===== config.mk =====
export PLATFORM = sky130hd
export DESIGN_NAME = i2c_tgt_tx
export DESIGN_NICKNAME = d
export VERILOG_FILES = /design/src/rtl/i2ctx_pkg.sv /design/src/rtl/i2ctx_line_sync.sv /design/src/rtl/i2ctx_fifo.sv /design/src/rtl/i2ctx_stretch_timer.sv /design/src/rtl/i2c_tgt_tx.sv
export SDC_FILE = /design/constraint.sdc
export NUM_CORES = 1
export LEC_CHECK = 0
export BUFFER_PORTS_ARGS = -buffer_cell sky130_fd_sc_hd__buf_2
export CELL_PAD_IN_SITES_DETAIL_PLACEMENT = 1
export CELL_PAD_IN_SITES_GLOBAL_PLACEMENT = 1
export CORE_ASPECT_RATIO = 0.7
export CORE_MARGIN = 2
export CORE_UTILIZATION = 52
export DETAILED_ROUTE_END_ITERATION = 7
export GPL_TIMING_DRIVEN = 1
export PLACE_DENSITY_LB_ADDON = 0.1
export REMOVE_ABC_BUFFERS = 1
export SLEW_MARGIN = 20
export SYNTH_ARGS = -nofsm -noshare
export SYNTH_HDL_FRONTEND = slang
export SYNTH_SLANG_ARGS = --single-unit

===== constraint.sdc =====
create_clock -name clk -period 3.4 [get_ports clk]
set_clock_uncertainty 0.2 [all_clocks]
set_input_delay 0.68 -clock clk [delete_from_list [all_inputs] [get_ports clk]]
set_output_delay 0.68 -clock clk [all_outputs]
set_load 0.005 [all_outputs]

===== src/rtl/i2ctx_pkg.sv =====
package i2ctx_pkg;
  localparam int NFLAGS   = 4;
  localparam int FLG_DREQ = 0;
  localparam int FLG_TO   = 1;
  localparam int FLG_CMP  = 2;
  localparam int FLG_OVF  = 3;

  typedef enum logic [3:0] {
    S_IDLE, S_ADDR, S_AHOLD, S_AACK, S_LOAD, S_STRETCH, S_SEND, S_ACK, S_WSTOP
  } tx_state_e;
endpackage


===== src/rtl/i2ctx_line_sync.sv =====
module i2ctx_line_sync #(
  parameter int STAGES = 2
) (
  input  logic clk,
  input  logic rst_n,
  input  logic scl_i,
  input  logic sda_i,
  output logic scl_s,
  output logic sda_s,
  output logic scl_rise,
  output logic scl_fall,
  output logic start_det,
  output logic stop_det
);
  logic [STAGES-1:0] scl_p, sda_p;
  logic scl_q, sda_q;

  always_ff @(posedge clk or negedge rst_n) begin
    if (!rst_n) begin
      scl_p <= '1;
      sda_p <= '1;
      scl_q <= 1'b1;
      sda_q <= 1'b1;
    end else begin
      scl_p <= {scl_p[STAGES-2:0], scl_i};
      sda_p <= {sda_p[STAGES-2:0], sda_i};
      scl_q <= scl_s;
      sda_q <= sda_s;
    end
  end

  assign scl_s     = scl_p[STAGES-1];
  assign sda_s     = sda_p[STAGES-1];
  assign scl_rise  = scl_s & ~scl_q;
  assign scl_fall  = ~scl_s & scl_q;
  assign start_det = scl_s & scl_q & sda_q & ~sda_s;
  assign stop_det  = scl_s & scl_q & ~sda_q & sda_s;
endmodule


===== src/rtl/i2ctx_fifo.sv =====
module i2ctx_fifo #(
  parameter int DEPTH = 16,
  parameter int W     = 8
) (
  input  logic         clk,
  input  logic         rst_n,
  input  logic         push,
  input  logic [W-1:0] wdata,
  input  logic         pop,
  output logic [W-1:0] rdata,
  output logic [$clog2(DEPTH+1)-1:0] count,
  output logic         full,
  output logic         empty
);
  localparam int AW = (DEPTH > 1) ? $clog2(DEPTH) : 1;
  localparam int CW = $clog2(DEPTH+1);

  logic [W-1:0]  mem [DEPTH];
  logic [AW-1:0] wp, rp;

  function automatic logic [AW-1:0] nxt(input logic [AW-1:0] p);
    return (p == AW'(DEPTH-1)) ? '0 : p + AW'(1);
  endfunction

  always_ff @(posedge clk) begin
    if (push) mem[wp] <= wdata;
  end

  always_ff @(posedge clk or negedge rst_n) begin
    if (!rst_n) begin
      wp <= '0;
      rp <= '0;
      count <= '0;
    end else begin
      if (push) wp <= nxt(wp);
      if (pop)  rp <= nxt(rp);
      count <= count + CW'(push) - CW'(pop);
    end
  end

  assign rdata = mem[rp];
  assign full  = (count == CW'(DEPTH));
  assign empty = (count == '0);

  assert_count_bound_R9: assert property (@(posedge clk) disable iff (!rst_n)
    count <= CW'(DEPTH));
  assert_no_pop_empty_R11: assert property (@(posedge clk) disable iff (!rst_n)
    pop |-> !empty);
endmodule


===== src/rtl/i2ctx_stretch_timer.sv =====
module i2ctx_stretch_timer #(
  parameter int LIMIT = 4096
) (
  input  logic clk,
  input  logic rst_n,
  input  logic run,
  output logic expired
);
  localparam int CW = $clog2(LIMIT+1);
  logic [CW-1:0] cnt;

  always_ff @(posedge clk or negedge rst_n) begin
    if (!rst_n)                 cnt <= '0;
    else if (!run)              cnt <= '0;
    else if (cnt != CW'(LIMIT)) cnt <= cnt + CW'(1);
  end

  assign expired = run && (cnt == CW'(LIMIT-1));
endmodule


===== src/rtl/i2c_tgt_tx.sv =====
module i2c_tgt_tx
  import i2ctx_pkg::*;
#(
  parameter int FIFO_DEPTH     = 16,
  parameter int TIMEOUT_CYCLES = 4096,
  parameter int SYNC_STAGES    = 2,
  parameter int LOW_MARK       = 2
) (
  input  logic       clk,
  input  logic       rst_n,
  input  logic       scl_i,
  input  logic       sda_i,
  output logic       scl_low_o,
  output logic       sda_low_o,
  input  logic [6:0] own_addr_i,
  input  logic       wr_valid_i,
  input  logic [7:0] wr_data_i,
  output logic       wr_ready_o,
  input  logic [3:0] flag_clr_i,
  output logic [3:0] flags_o,
  output logic       irq_o,
  output logic       txdv_o
);
  localparam int CW = $clog2(FIFO_DEPTH+1);

  logic scl_s, sda_s, scl_rise, scl_fall, line_start, line_stop;
  logic fifo_push, fifo_pop, fifo_full, fifo_empty, to_hit;
  logic [7:0] fifo_rdata;
  logic [CW-1:0] fifo_cnt;

  tx_state_e  state;
  logic [7:0] sh;
  logic [3:0] bitc;
  logic       acked, sda_low, scl_low;
  logic [NFLAGS-1:0] flags_q, flag_set;

  i2ctx_line_sync #(.STAGES(SYNC_STAGES)) u_sync (
    .clk(clk), .rst_n(rst_n), .scl_i(scl_i), .sda_i(sda_i),
    .scl_s(scl_s), .sda_s(sda_s), .scl_rise(scl_rise), .scl_fall(scl_fall),
    .start_det(line_start), .stop_det(line_stop));

  i2ctx_fifo #(.DEPTH(FIFO_DEPTH), .W(8)) u_fifo (
    .clk(clk), .rst_n(rst_n), .push(fifo_push), .wdata(wr_data_i),
    .pop(fifo_pop), .rdata(fifo_rdata), .count(fifo_cnt),
    .full(fifo_full), .empty(fifo_empty));

  i2ctx_stretch_timer #(.LIMIT(TIMEOUT_CYCLES)) u_timer (
    .clk(clk), .rst_n(rst_n), .run(scl_low), .expired(to_hit));

  assign wr_ready_o = !fifo_full;
  assign fifo_push  = wr_valid_i && !fifo_full;
  assign fifo_pop   = (state == S_LOAD || state == S_STRETCH) && !fifo_empty
                      && !line_start && !line_stop;

  always_ff @(posedge clk or negedge rst_n) begin
    if (!rst_n) begin
      state <= S_IDLE; sh <= '0; bitc <= '0; acked <= 1'b0;
      sda_low <= 1'b0; scl_low <= 1'b0;
    end else if (line_start) begin
      state <= S_ADDR; bitc <= '0; sda_low <= 1'b0; scl_low <= 1'b0;
    end else if (line_stop) begin
      state <= S_IDLE; sda_low <= 1'b0; scl_low <= 1'b0;
    end else begin
      unique case (state)
        S_ADDR: if (scl_rise) begin
          sh   <= {sh[6:0], sda_s};
          bitc <= bitc + 4'd1;
          if (bitc == 4'd7)
            state <= ((sh[6:0] == own_addr_i) && sda_s) ? S_AHOLD : S_IDLE;
        end
        S_AHOLD: if (scl_fall) begin
          sda_low <= 1'b1;
          state   <= S_AACK;
        end
        S_AACK: if (scl_fall) begin
          sda_low <= 1'b0;
          state   <= S_LOAD;
        end
        S_LOAD, S_STRETCH: if (!fifo_empty) begin
          sh      <= fifo_rdata;
          sda_low <= !fifo_rdata[7];
          scl_low <= 1'b0;
          bitc    <= '0;
          state   <= S_SEND;
        end else begin
          scl_low <= 1'b1;
          state   <= S_STRETCH;
        end
        S_SEND: begin
          if (scl_rise) bitc <= bitc + 4'd1;
          if (scl_fall) begin
            if (bitc == 4'd8) begin
              sda_low <= 1'b0;
              state   <= S_ACK;
            end else begin
              sh      <= {sh[6:0], 1'b0};
              sda_low <= !sh[6];
            end
          end
        end
        S_ACK: begin
          if (scl_rise) acked <= !sda_s;
          if (scl_fall) state <= acked ? S_LOAD : S_WSTOP;
        end
        default: ;
      endcase
    end
  end

  always_comb begin
    flag_set = '0;
    flag_set[FLG_DREQ] = (state == S_AHOLD && scl_fall && !line_start && !line_stop)
                      || (state == S_LOAD && fifo_empty && !line_start && !line_stop)
                      || (fifo_pop && fifo_cnt == CW'(LOW_MARK + 1));
    flag_set[FLG_TO]   = to_hit;
    flag_set[FLG_CMP]  = line_stop && (state == S_WSTOP);
    flag_set[FLG_OVF]  = wr_valid_i && fifo_full;
  end

  always_ff @(posedge clk or negedge rst_n) begin
    if (!rst_n) flags_q <= '0;
    else        flags_q <= (flags_q & ~flag_clr_i) | flag_set;
  end

  assign flags_o   = flags_q;
  assign irq_o     = |flags_q;
  assign txdv_o    = !fifo_empty;
  assign scl_low_o = scl_low;
  assign sda_low_o = sda_low;

  assert_sda_moves_scl_low_R5: assert property (@(posedge clk) disable iff (!rst_n)
    (!$stable(sda_low) && !$past(line_start) && !$past(line_stop)) |-> !$past(scl_s));
  assert_stretch_ends_R3: assert property (@(posedge clk) disable iff (!rst_n)
    (scl_low && !fifo_empty) |=> !scl_low);
  assert_to_needs_stretch_R4: assert property (@(posedge clk) disable iff (!rst_n)
    $rose(flags_q[FLG_TO]) |-> $past(scl_low));
  assert_cmp_after_stop_R8: assert property (@(posedge clk) disable iff (!rst_n)
    $rose(flags_q[FLG_CMP]) |-> $past(line_stop));
  assert_ovf_on_full_R9: assert property (@(posedge clk) disable iff (!rst_n)
    $rose(flags_q[FLG_OVF]) |-> $past(wr_valid_i && !wr_ready_o));
endmodule


==> flow_summary_export.csv <==
group,metric,value,unit
outcome,status,"completed",
critical_path,path_cells,"inv_1 > ha_1 > nor4b_2 > inv_2 > and3_1 > ha_1 > inv_1 > ha_1 > inv_1 > fa_1 > inv_1 > a21oi_1 > nor2_1 > nor2_1 > xnor2_1",
power,p_sw_share,26.4,%
cells_and_area,area_growth,13.7,%
critical_path,slowest_stage,"dfrtp_1",
place,portBuffers,32,
clock_network,clkSlewWorstSetupHoldPaths,0.07,ns
timing,finalHoldViolCount,0,
timing,timing.final.max_slew_violations,0,
floorplan,die-width,151,um
synthesis,synth.avg_cell_area,14.9,um2
timing,tns,0,ns
synthesis,syn_inst,530,
place,dpl.cell_count,761,
critical_path,path_class,"reg2reg",
synthesis,netlist_area,7900,um2
cells_and_area,drive_above_1_share,22.2,%
drt,drt_iter0_markers,319,
critical_path,r2r_slack,0.39,ns
floorplan,die_area,16200,um2
power,p_leak,3.32,nW
clock_network,cts_setup_buffers,0,
clock_network,cts_tree,"built",
power,pwr-share-seq,51.0,%
drt,drc,0,
global_routing,grt_max_degree,36,
floorplan,boundaryPins,33,
synthesis,yosysSeqAreaShare,65.9,%
critical_path,path_max_fanout,5,
power,p_sw,1.44,mW
clock_network,cts_buffer_depth,2,
power,intPower,4.00,mW
floorplan,fp-row-count,37,
floorplan,core,14800,um2
timing,fmax,332,MHz
synthesis,synth_top_area_cell,"edfxtp_1",
cells_and_area,fin_cells,793,
floorplan,start_util,53.5,%
power,clockPowerShare,35.4,%
critical_path,crit_path_end_kind,"flop",
timing,slew_headroom,40.4,%
global_routing,grt_pass1_wl,29.6,mm
floorplan,die_h,107,um
critical_path,arrival,3.13,ns
synthesis,synthDistinctLibCells,60,
critical_path,r2r_end,"u_fifo.count[4]",
critical_path,rr_worst_depth,15,
global_routing,antenna_found_initial,0,
place,place.gp.congestion,0.804,
worst_hold_path,hp-class,"in2async",
timing,period_needed,3.01,ns
critical_path,r2r-start,"u_fifo.count[3]",
synthesis,synth_flop_cell,"edfxtp_1",
power,power_frac_comb,13.6,%
run,cap_viol_max_count,0,
clock_network,cts-root-buf,"clkbuf_16",
cells_and_area,antenna_cells,0,
drt,ant_nets,0,
drt,wl_per_cell,24.1,um
timing,period_share,88.6,%
synthesis,async_reset_ff_share,29.7,%
clock_network,cts_hold_buffers,0,
drt,routed_via_density,5.94,
synthesis,synth_enable_flop_cells,128,
cells_and_area,finalNetCount,625,
synthesis,synth_warnings,0,
clock_network,numCtsBuffers,17,
global_routing,grt_pass1_vias,5123,
critical_path,critPathMostFrequentCell,"inv_1",
critical_path,critical_path.max_stage_delay,0.40,ns
drt,vias,4711,
clock_network,postCtsResizedCells,0,
timing,worst_slew_pin_slew,0.893,ns
power,power.density,605,nW/um2
drt,drt_wl_total,19.1,mm
synthesis,synth_top_area_share,48.7,%
synthesis,synth_common_cells,"edfxtp_1, dfrtp_1, inv_1",
power,peakVddDrop,0.370,mV
timing,setup_viol_count_final,0,
synthesis,synth_area_leaders,"edfxtp_1, dfrtp_1, mux4_2",
critical_path,critical_path.startpoint_type,"flop",
synthesis,yosysMostFrequentCell,"edfxtp_1",
drt,dr.pass1.iters,5,
clock_network,htree_num_levels,4,
timing,rsz0062_at_grt,"false",
clock_network,clk_latency,0.44,ns
global_routing,overflow,0,
critical_path,crit_required,3.52,ns
synthesis,ys_seq_elements,182,
global_routing,gr-usage-all-layers,25.5,%
place,hpwl,12.9,mm
clock_network,clock_sinks,182,
-- layout make-up --
type	count	area, um2
Clock buffer	20	437
Clock inverter	12	129
Fill cell	1391	5790
Inverter	34	128
Multi-Input combinational cell	290	2460
Sequential cell	182	5200
Tap cell	195	244
Timing Repair Buffer	60	383
-- cells in the final DEF, fill, tap and decap left out, types with 15 or more instances in the layout --
master and n:
xnor2_1 21, mux4_2 32, a21oi_1 24, buf_2 32
buf_4 27, edfxtp_1 128, inv_1 33, nand2_1 27
dfrtp_1 46, a22oi_1 15, clkbuf_16 17, nor2_1 23
ha_1 15
-- state kept, by name, indices dropped and copies added, names as in the netlist --
name          flops
bitc              4
u_sync.sda_q      1
u_sync.scl_q      1
state             4
flags_o           4
sh                7
sda_low_o         1
u_fifo.rp         4
u_timer.cnt      13
u_fifo.mem      128
scl_low_o         1
u_fifo.wp         4
u_sync.sda_p      2
u_fifo.count      5
u_sync.scl_p      2
acked             1
-- worst max-delay path, delay by kind of cell (launching register included) --
kind	cells	cell delay, ns
xor gates and xnor gates	1	0.11
AOI/OAI and AO/OA	1	0.06
buffers and inverters	5	0.41
DFF	1	0.40
and+or+nand+nor	4	0.66
adders and majority gates	4	1.07
-- through the flow --
stage | setup slack [ns] | cell area, um2 | utilization, % | total power, mW | hold slack (ns)
floorplan | 0.547 | 7790 | - | 3.24 | 0.145
global placement | 0.522 | 8420 | 57.0 | 3.47 | 0.158
detailed placement | 0.389 | 8420 | 57.0 | 3.56 | 0.154
CTS | 0.339 | 8980 | 60.8 | 5.48 | 0.0914
global route | 0.156 | 8980 | 60.8 | 5.65 | 0.127
finish | 0.387 | 8980 | 60.8 | 5.44 | 0.0867
-- layer usage --
metal	track usage, %	vias up	wire (um)
li1	-	2101	-
met1	35.6	2462	8500
met2	40.8	129	9410
met3	6.68	19	1030
met4	5.81	0	188
met5	0	-	0
-- power groups by stage --
stage	clock network, mW	registers (mW)	logic (mW)
detailed placement	0	2.82	0.737
floorplan	0	2.76	0.472
global route	2.03	2.80	0.825
CTS	1.96	2.78	0.751
global placement	0	2.79	0.684
finish	1.93	2.77	0.738
-- logic make-up (layout without fill, tap and decap cells) --
| kind of cell | after synthesis | count (layout) | synth area share, % |
|---|---|---|---|
| flip-flops | 182 | 182 | 65.9 |
| AND/OR/NAND/NOR | 125 | 125 | 8.56 |
| AO/OA/AOI/OAI | 81 | 81 | 6.58 |
| buffers and inverters | 58 | 126 | 3.01 |
| multiplexers | 43 | 43 | 10.6 |
| XOR/XNOR | 25 | 25 | 2.77 |
| adder cells (fa/ha/maj) | 16 | 16 | 2.63 |
-- worst max-delay path by stage --
stage	from	to	cells past startpoint	slack [ns]
finish	u_fifo.count[3]	u_fifo.count[4]	15	0.39
global route	u_fifo.count[3]	u_fifo.count[4]	15	0.16
CTS	u_fifo.count[3]	u_fifo.count[4]	15	0.34
detailed placement	u_fifo.count[3]	u_fifo.count[4]	15	0.39
global placement	u_fifo.count[3]	u_fifo.count[4]	15	0.52
floorplan	u_fifo.rp[0]	sh[1]	5	0.55
(Power assumes the default switching activity.)
